$ cat config.mk
export PLATFORM = sky130hd
export DESIGN_NAME = can_mode_ctrl
export DESIGN_NICKNAME = d
export VERILOG_FILES = /design/src/rtl/can_mode_pkg.sv /design/src/rtl/can_mode_pair_merge.sv /design/src/rtl/can_mode_opmode.sv /design/src/rtl/can_mode_pwrsave.sv /design/src/rtl/can_mode_ctrl.sv
export SDC_FILE = /design/constraint.sdc
export NUM_CORES = 1
export LEC_CHECK = 0
export BUFFER_PORTS_ARGS = -buffer_cell sky130_fd_sc_hd__buf_2
export CAP_MARGIN = 30
export CORE_MARGIN = 2
export CORE_UTILIZATION = 41
export DETAILED_ROUTE_END_ITERATION = 10
export PLACE_DENSITY = 0.75
export REMOVE_ABC_BUFFERS = 1
export SETUP_SLACK_MARGIN = 0.15
export SLEW_MARGIN = 20
export SYNTH_ARGS = -nofsm -noshare
export SYNTH_HDL_FRONTEND = slang
export SYNTH_SLANG_ARGS = --single-unit
$ cat constraint.sdc
create_clock -name clk -period 2 [get_ports clk]
set_input_delay 0.4 -clock clk [delete_from_list [all_inputs] [get_ports clk]]
set_output_delay 0.4 -clock clk [all_outputs]
set_load 0.02 [all_outputs]
$ cat src/rtl/can_mode_pkg.sv
// Package: field positions, widths and mode codes shared by the mode register.
// Assumes the field layout of the write and read words is fixed by R2 and R12.
package can_mode_pkg;
    localparam int OP_W     = 3;
    localparam int PS_W     = 2;
    localparam int FIELD_W  = 7;
    localparam int OP_LSB   = 0;
    localparam int PS_LSB   = 3;
    localparam int AL_BIT   = 5;
    localparam int CC_BIT   = 6;
    localparam int BUSY_BIT = 7;
    localparam int SET_OFS  = 8;

    localparam logic [OP_W-1:0] OP_INIT = 3'd0;
    localparam logic [OP_W-1:0] OP_LAST = 3'd5;

    localparam logic [PS_W-1:0] PS_NONE  = 2'b00;
    localparam logic [PS_W-1:0] PS_SLEEP = 2'b01;
    localparam logic [PS_W-1:0] PS_BAD   = 2'b10;
    localparam logic [PS_W-1:0] PS_STOP  = 2'b11;
endpackage

$ cat src/rtl/can_mode_pair_merge.sv
// Merges a set/clear bit pair into the current value of a field, one bit at a time.
// Assumes nothing about the caller; purely combinational.
module can_mode_pair_merge #(
    parameter int W = 1
) (
    input  logic [W-1:0] cur_i,
    input  logic [W-1:0] set_i,
    input  logic [W-1:0] clr_i,
    output logic [W-1:0] val_o,
    output logic         touched_o
);
    // one merge cell for each field bit
    for (genvar b = 0; b < W; b++) begin : g_bit
        assign val_o[b] = (set_i[b] & ~clr_i[b]) ? 1'b1 :
                          (clr_i[b] & ~set_i[b]) ? 1'b0 : cur_i[b];
    end

    assign touched_o = |(set_i | clr_i);
endmodule

$ cat src/rtl/can_mode_opmode.sv
// Holds the operation mode and accepts a merged request only when it is a legal
// code and the controller is awake. Assumes lock_i comes from a register.
module can_mode_opmode
    import can_mode_pkg::*;
(
    input  logic            clk,
    input  logic            rst_n,
    input  logic            wr_en,
    input  logic [OP_W-1:0] req_i,
    input  logic            lock_i,
    output logic [OP_W-1:0] op_o
);
    logic [OP_W-1:0] op_q;
    logic            take;

    // accept only legal codes while not in a power-save mode
    assign take = wr_en && !lock_i && (req_i <= OP_LAST);

    // operation mode register
    always_ff @(posedge clk) begin
        if (!rst_n)    op_q <= OP_INIT;
        else if (take) op_q <= req_i;
    end

    assign op_o = op_q;


    op_legal_chk: assert property (@(posedge clk) disable iff (!rst_n)
        op_q <= OP_LAST);


    op_frozen_chk: assert property (@(posedge clk) disable iff (!rst_n)
        lock_i |=> $stable(op_q));


    op_accept_chk: assert property (@(posedge clk) disable iff (!rst_n)
        (wr_en && !lock_i && req_i <= OP_LAST) |=> (op_q == $past(req_i)));
endmodule

$ cat src/rtl/can_mode_pwrsave.sv
// Power-save state machine: pending sleep, sleep, stop and wake transitions.
// Assumes bus_idle_i is synchronous; touched_i marks writes that address the field.
module can_mode_pwrsave
    import can_mode_pkg::*;
(
    input  logic            clk,
    input  logic            rst_n,
    input  logic            wr_en,
    input  logic            touched_i,
    input  logic [PS_W-1:0] req_i,
    input  logic            bus_idle_i,
    output logic [PS_W-1:0] ps_o,
    output logic            pend_o
);
    logic [PS_W-1:0] ps_q, ps_n;
    logic            pend_q, pend_n;
    logic            cancel;

    // next-state of power-save mode and pending sleep request
    always_comb begin
        ps_n   = ps_q;
        pend_n = pend_q;
        cancel = 1'b0;
        if (wr_en && touched_i && req_i != PS_BAD) begin
            case (ps_q)
                PS_NONE: begin
                    if (req_i == PS_SLEEP) begin
                        pend_n = 1'b1;
                    end else if (req_i == PS_NONE) begin
                        pend_n = 1'b0;
                        cancel = pend_q;
                    end
                end
                PS_SLEEP: begin
                    if (req_i == PS_NONE)      ps_n = PS_NONE;
                    else if (req_i == PS_STOP) ps_n = PS_STOP;
                end
                PS_STOP: begin
                    if (req_i == PS_SLEEP) ps_n = PS_SLEEP;
                end
                default: ps_n = ps_q;
            endcase
        end
        if (pend_q && bus_idle_i && !cancel) begin
            ps_n   = PS_SLEEP;
            pend_n = 1'b0;
        end
    end

    // state registers
    always_ff @(posedge clk) begin
        if (!rst_n) begin
            ps_q   <= PS_NONE;
            pend_q <= 1'b0;
        end else begin
            ps_q   <= ps_n;
            pend_q <= pend_n;
        end
    end

    assign ps_o   = ps_q;
    assign pend_o = pend_q;


    ps_legal_chk: assert property (@(posedge clk) disable iff (!rst_n)
        ps_q != PS_BAD);


    stop_entry_chk: assert property (@(posedge clk) disable iff (!rst_n)
        ($past(ps_q) == PS_NONE) |-> (ps_q != PS_STOP));


    stop_exit_chk: assert property (@(posedge clk) disable iff (!rst_n)
        ($past(ps_q) == PS_STOP) |-> (ps_q != PS_NONE));


    sleep_done_chk: assert property (@(posedge clk) disable iff (!rst_n)
        (pend_q && bus_idle_i && !cancel) |=> (ps_q == PS_SLEEP && !pend_q));


    pend_awake_chk: assert property (@(posedge clk) disable iff (!rst_n)
        pend_q |-> (ps_q == PS_NONE));


    cancel_chk: assert property (@(posedge clk) disable iff (!rst_n)
        cancel |=> (!pend_q && ps_q == PS_NONE));
endmodule

$ cat src/rtl/can_mode_ctrl.sv
// Global mode register of a CAN controller: decodes set/clear writes, holds the
// flags and composes the read word. Assumes one register and a synchronous bus.
module can_mode_ctrl
    import can_mode_pkg::*;
#(
    parameter int DATA_W = 16
) (
    input  logic              clk,
    input  logic              rst_n,
    input  logic              wr_en,
    input  logic [DATA_W-1:0] wr_data,
    output logic [DATA_W-1:0] rd_data,
    input  logic              bus_idle,
    output logic [OP_W-1:0]   op_mode,
    output logic [PS_W-1:0]   ps_mode,
    output logic              al_flag,
    output logic              ccerc_flag,
    output logic              mode_busy
);
    localparam int RD_USED = BUSY_BIT + 1;

    logic [FIELD_W-1:0] clr_v, set_v;
    logic [OP_W-1:0]    op_req, op_q;
    logic [PS_W-1:0]    ps_req, ps_q;
    logic               op_touch, ps_touch;
    logic               pend_q, al_q, cc_q;

    assign clr_v = wr_data[FIELD_W-1:0];
    assign set_v = wr_data[SET_OFS +: FIELD_W];

    can_mode_pair_merge #(.W(OP_W)) i_op_merge (
        .cur_i(op_q), .set_i(set_v[OP_LSB +: OP_W]), .clr_i(clr_v[OP_LSB +: OP_W]),
        .val_o(op_req), .touched_o(op_touch)
    );

    can_mode_pair_merge #(.W(PS_W)) i_ps_merge (
        .cur_i(ps_q), .set_i(set_v[PS_LSB +: PS_W]), .clr_i(clr_v[PS_LSB +: PS_W]),
        .val_o(ps_req), .touched_o(ps_touch)
    );

    can_mode_opmode i_opmode (
        .clk(clk), .rst_n(rst_n), .wr_en(wr_en), .req_i(op_req),
        .lock_i(ps_q != PS_NONE), .op_o(op_q)
    );

    can_mode_pwrsave i_pwrsave (
        .clk(clk), .rst_n(rst_n), .wr_en(wr_en), .touched_i(ps_touch),
        .req_i(ps_req), .bus_idle_i(bus_idle), .ps_o(ps_q), .pend_o(pend_q)
    );

    // arbitration-lost flag: set/clear pair, ambiguous pairs hold
    always_ff @(posedge clk) begin
        if (!rst_n) al_q <= 1'b0;
        else if (wr_en && set_v[AL_BIT] && !clr_v[AL_BIT]) al_q <= 1'b1;
        else if (wr_en && clr_v[AL_BIT] && !set_v[AL_BIT]) al_q <= 1'b0;
    end

    // error-counter-clear flag: software may only set it
    always_ff @(posedge clk) begin
        if (!rst_n) cc_q <= 1'b0;
        else if (wr_en && set_v[CC_BIT] && !clr_v[CC_BIT]) cc_q <= 1'b1;
    end

    // read word built from state in effect
    always_comb begin
        rd_data = '0;
        rd_data[OP_LSB +: OP_W] = op_q;
        rd_data[PS_LSB +: PS_W] = ps_q;
        rd_data[AL_BIT]         = al_q;
        rd_data[CC_BIT]         = cc_q;
        rd_data[BUSY_BIT]       = pend_q;
    end

    assign op_mode    = op_q;
    assign ps_mode    = ps_q;
    assign al_flag    = al_q;
    assign ccerc_flag = cc_q;
    assign mode_busy  = pend_q;


    al_set_chk: assert property (@(posedge clk) disable iff (!rst_n)
        (wr_en && set_v[AL_BIT] && !clr_v[AL_BIT]) |=> al_q);


    al_clr_chk: assert property (@(posedge clk) disable iff (!rst_n)
        (wr_en && clr_v[AL_BIT] && !set_v[AL_BIT]) |=> !al_q);


    cc_sticky_chk: assert property (@(posedge clk) disable iff (!rst_n)
        !$fell(cc_q));


    rd_upper_chk: assert property (@(posedge clk) disable iff (!rst_n)
        rd_data[DATA_W-1:RD_USED] == '0);
endmodule

==> results.sh <==
export IMPL_worst_hold_path_type="in -> reg"
export IMPL_grt_pass1_vias=544
export IMPL_worst_setup_hold_path_clk_slew_ns=0.05
export IMPL_num_io_pins=44
export IMPL_switchingPower_mw=0.141
export IMPL_report_final_hold_viol_count=0
export IMPL_cts_buffers=3
export IMPL_detailedRoute_firstPassIterationCount=4
export IMPL_post_synthesis_compound_gate_area_fraction_pct=17.8
export IMPL_routed_wire_length_um=1400
export IMPL_place_port_buffers=33
export IMPL_netlist_area_leader_share_pct=23.2
export IMPL_cts_sink_count=8
export IMPL_post_synth_inst_count=84
export IMPL_timing_setup_tns_ns=0
export IMPL_reported_leakage_power_nw=0.419
export IMPL_fp_dieArea_um2=2030
export IMPL_pwr_per_cell_area_nw_per_um2=523
export IMPL_dominant_combinational_cell_family_by_area_after_synthesis="simple AND/OR/NAND/NOR gates"
export IMPL_grt_start_max_net_pins=12
export IMPL_synth_top_cells_by_area="sky130_fd_sc_hd__dfxtp_1 (23%), sky130_fd_sc_hd__buf_4 (17%), sky130_fd_sc_hd__ha_1 (7.2%)"
export IMPL_fillCellCount=164
export IMPL_gr_usage_all_layers_pct=15.4
export IMPL_worst_case_clock_buffer_depth=2
export IMPL_clkLatencyLatePin_ns=0.25
export IMPL_yosysTopAreaCell="sky130_fd_sc_hd__dfxtp_1"
export IMPL_remaining_drc_errors=0
export IMPL_pwr_share_clk_pct=28.0
export IMPL_post_synth_xor_area_fraction_pct=0
export IMPL_timing_critical_path_arrival_ns=1.89
export IMPL_syn_mean_instance_area_um2=8.22
export IMPL_antenna_found_initial=0
export IMPL_placedInstanceArea_um2=786
export IMPL_synth_ff_latch_count=8
export IMPL_critical_path_cell_chain="a21oi_1 > ha_1 > or4bb_1 > o2bb2ai_1 > and3_1"
export IMPL_seqPwrFrac_pct=41.5
export IMPL_min_period_ns=1.70
export IMPL_diodes=0
export IMPL_final_layout_size_suffix_gt1_share_pct=40.5
export IMPL_detail_route_vias_per_cell=5.06
export IMPL_intPower_mw=0.286
export IMPL_dp_cells=124
export IMPL_detailed_place_hpwl_um=1140
export IMPL_dieHeight_um=45.0
export IMPL_final_max_tran_viols=0
export IMPL_via_count=643
export IMPL_crit_required_ns=2.19
export IMPL_timing_setup_critical_path_class="reg -> reg"
export IMPL_finalCritPeriodShare_pct=85.0
export IMPL_critical_path_peak_fanout=8
export IMPL_status="finished, final reports clean"
export IMPL_setup_viol_count_final=0
export IMPL_net_sw_share_pct=33.0
export IMPL_core_area_um2=1540
export IMPL_clock_tree_from_tritoncts="yes"
export IMPL_post_cts_setup_buffer_count=0
export IMPL_std_cell_rows=14
export IMPL_number_of_warnings_printed_during_yosys_synthesis=0
export IMPL_drt_iter0_markers=3
export IMPL_critPathLaunchType="flip-flop"
export IMPL_p_comb_share_pct=30.4
export IMPL_critPathMaxStageDelay_ns=0.49
export IMPL_layoutNonFillerInstCount=127
export IMPL_floorplan_die_width_um=45.0
export IMPL_clock_root_buffer="sky130_fd_sc_hd__clkbuf_4"
export IMPL_max_cap_violations=0
export IMPL_grt_remaining_overflow=0
export IMPL_final_nets=137
export IMPL_synth_cell_types=31
export IMPL_drt_antenna_violating_nets=0
export IMPL_final_setup_skew_ns=0.00155
export IMPL_start_util_pct=44.8
export IMPL_yosys_area_share_adder_pct=7.25
export IMPL_maxClockFrequency_mhz=588
export IMPL_routed_wire_length_per_instance_um=11.1
export IMPL_synthMuxAreaShare_pct=0
export IMPL_syn_to_final_growth_pct=18.1
export IMPL_first_pass_grt_wire_length_um=2290
export IMPL_synth_area_um2=691
export IMPL_layout_cell_area_non_filler_um2=816
export IMPL_max_stage_delay_cell_worst_path="sky130_fd_sc_hd__or4bb_1"
export IMPL_synth_simple_gate_area_share_pct=31.7
export IMPL_gp_routability_congestion=0.744
export IMPL_grt_setup_unrepaired="no"
export IMPL_cts_htree_levels=1
export IMPL_endpoint_kind="flip-flop"
export IMPL_peakVddDrop_mv=0.307
export IMPL_synth_seq_area_share_pct=23.2
metrics by stage:
step | worst slack, ns | hold WS, ns | util (%) | total power, mW
6_report | 0.300 | 0.426 | 52.9 | 0.427
5_1_grt | 0.181 | 0.436 | 52.9 | 0.458
4_1_cts | 0.250 | 0.428 | 52.4 | 0.430
3_5_place_dp | 0.0224 | 0.469 | 51.0 | 0.309
3_3_place_gp | 0.0918 | 0.461 | 51.0 | 0.304
2_1_floorplan | 0.164 | 0.517 | - | 0.262
synthesized netlist by cell type:
cell / number
sky130_fd_sc_hd__or4bb_1: 1
sky130_fd_sc_hd__nor3b_2: 2
sky130_fd_sc_hd__nor2_1: 5
sky130_fd_sc_hd__and2b_1: 1
sky130_fd_sc_hd__buf_4: 16
sky130_fd_sc_hd__clkbuf_1: 1
sky130_fd_sc_hd__ha_1: 4
sky130_fd_sc_hd__a21boi_1: 1
sky130_fd_sc_hd__nand2_1: 6
sky130_fd_sc_hd__o21ai_0: 3
sky130_fd_sc_hd__o31ai_1: 1
sky130_fd_sc_hd__conb_1: 1
sky130_fd_sc_hd__nand2b_1: 4
sky130_fd_sc_hd__a21oi_1: 4
sky130_fd_sc_hd__nand3_1: 2
sky130_fd_sc_hd__o2bb2ai_1: 1
sky130_fd_sc_hd__a211oi_4: 1
sky130_fd_sc_hd__or3b_4: 1
sky130_fd_sc_hd__dfxtp_1: 8
sky130_fd_sc_hd__and3_1: 1
sky130_fd_sc_hd__nor2b_1: 5
sky130_fd_sc_hd__o21bai_1: 1
sky130_fd_sc_hd__a21boi_0: 1
sky130_fd_sc_hd__o311ai_0: 1
sky130_fd_sc_hd__inv_1: 3
sky130_fd_sc_hd__a211oi_2: 1
sky130_fd_sc_hd__or3_1: 1
sky130_fd_sc_hd__or4_4: 1
sky130_fd_sc_hd__nand3b_1: 1
sky130_fd_sc_hd__nand4_1: 4
sky130_fd_sc_hd__o21a_1: 1
worst max-delay path: cells and delay by family, from the launching register on:
kind	cells	cell delay, ns
AND/OR/NAND/NOR	2	0.65
flip-flops	1	0.45
AO/OA/AOI/OAI	2	0.30
adder cells (fa/ha/maj)	1	0.25
cell usage in the layout (no fill, tap or decap), drive strengths merged, types with 3 or more instances in the layout:
cell type	count
nand2b	4
dfxtp	8
nor2b	5
ha	4
nand2	6
o21ai	3
a21oi	4
nor2	5
inv	3
nand4	4
clkbuf	3
conb	8
buf	34
per-layer routing:
layer	GRT usage, %	part of all wire, %	wire length (um)
met1	17.5	39	549
met2	27.7	55	774
met3	4.80	5.7	80
met4	3.53	0	0
met5	0	0	0
what timing repair did:
action	4_1_cts	5_1_grt
hold endpoints to repair	0	0
gates resized for setup	0	2
endpoints found under the setup margin	0	2
hold buffers	0	0
power by group through the flow:
stage	combinational (mW)	clock, mW	sequential [mW]
after detailed placement	0.128	0	0.180
final	0.130	0.120	0.177
after global routing	0.143	0.136	0.179
after global placement	0.125	0	0.179
after floorplan	0.0616	0	0.201
after CTS	0.128	0.124	0.177
path summary, 6_finish.rpt:
check	from	end	slack [ns]	depth (start not counted)
max	i_pwrsave.ps_o[0]	i_pwrsave.ps_o[1]	0.30	5
min	wr_data[13]	al_flag	0.43	3
max reg2reg	i_pwrsave.ps_o[0]	i_pwrsave.ps_o[1]	0.30	5
min reg2reg	ccerc_flag	ccerc_flag	0.48	1
flip-flops by register name, summed over array words and instances (netlist names):
register          cells
al_flag               1
ccerc_flag            1
i_opmode.op_o         3
i_pwrsave.pend_o      1
i_pwrsave.ps_o        2
cells by family after synthesis:
kind of cell | after synthesis
flops | 8
fa+ha+maj | 4
other cells | 1
buf+inv | 20
simple gates | 35
compound gates | 16
area by class of cell:
class                   count  area [um^2]  area share [%]
flip-flops and latches      8          160            19.6
clock buffers               3         22.5            2.76
repair buffers             34          173            21.2
inverters                   3         11.3            1.38
multi-input cells          63          429            52.6
well taps                  16         20.0            2.45
Note: power is estimated with default switching activity, not from simulation.
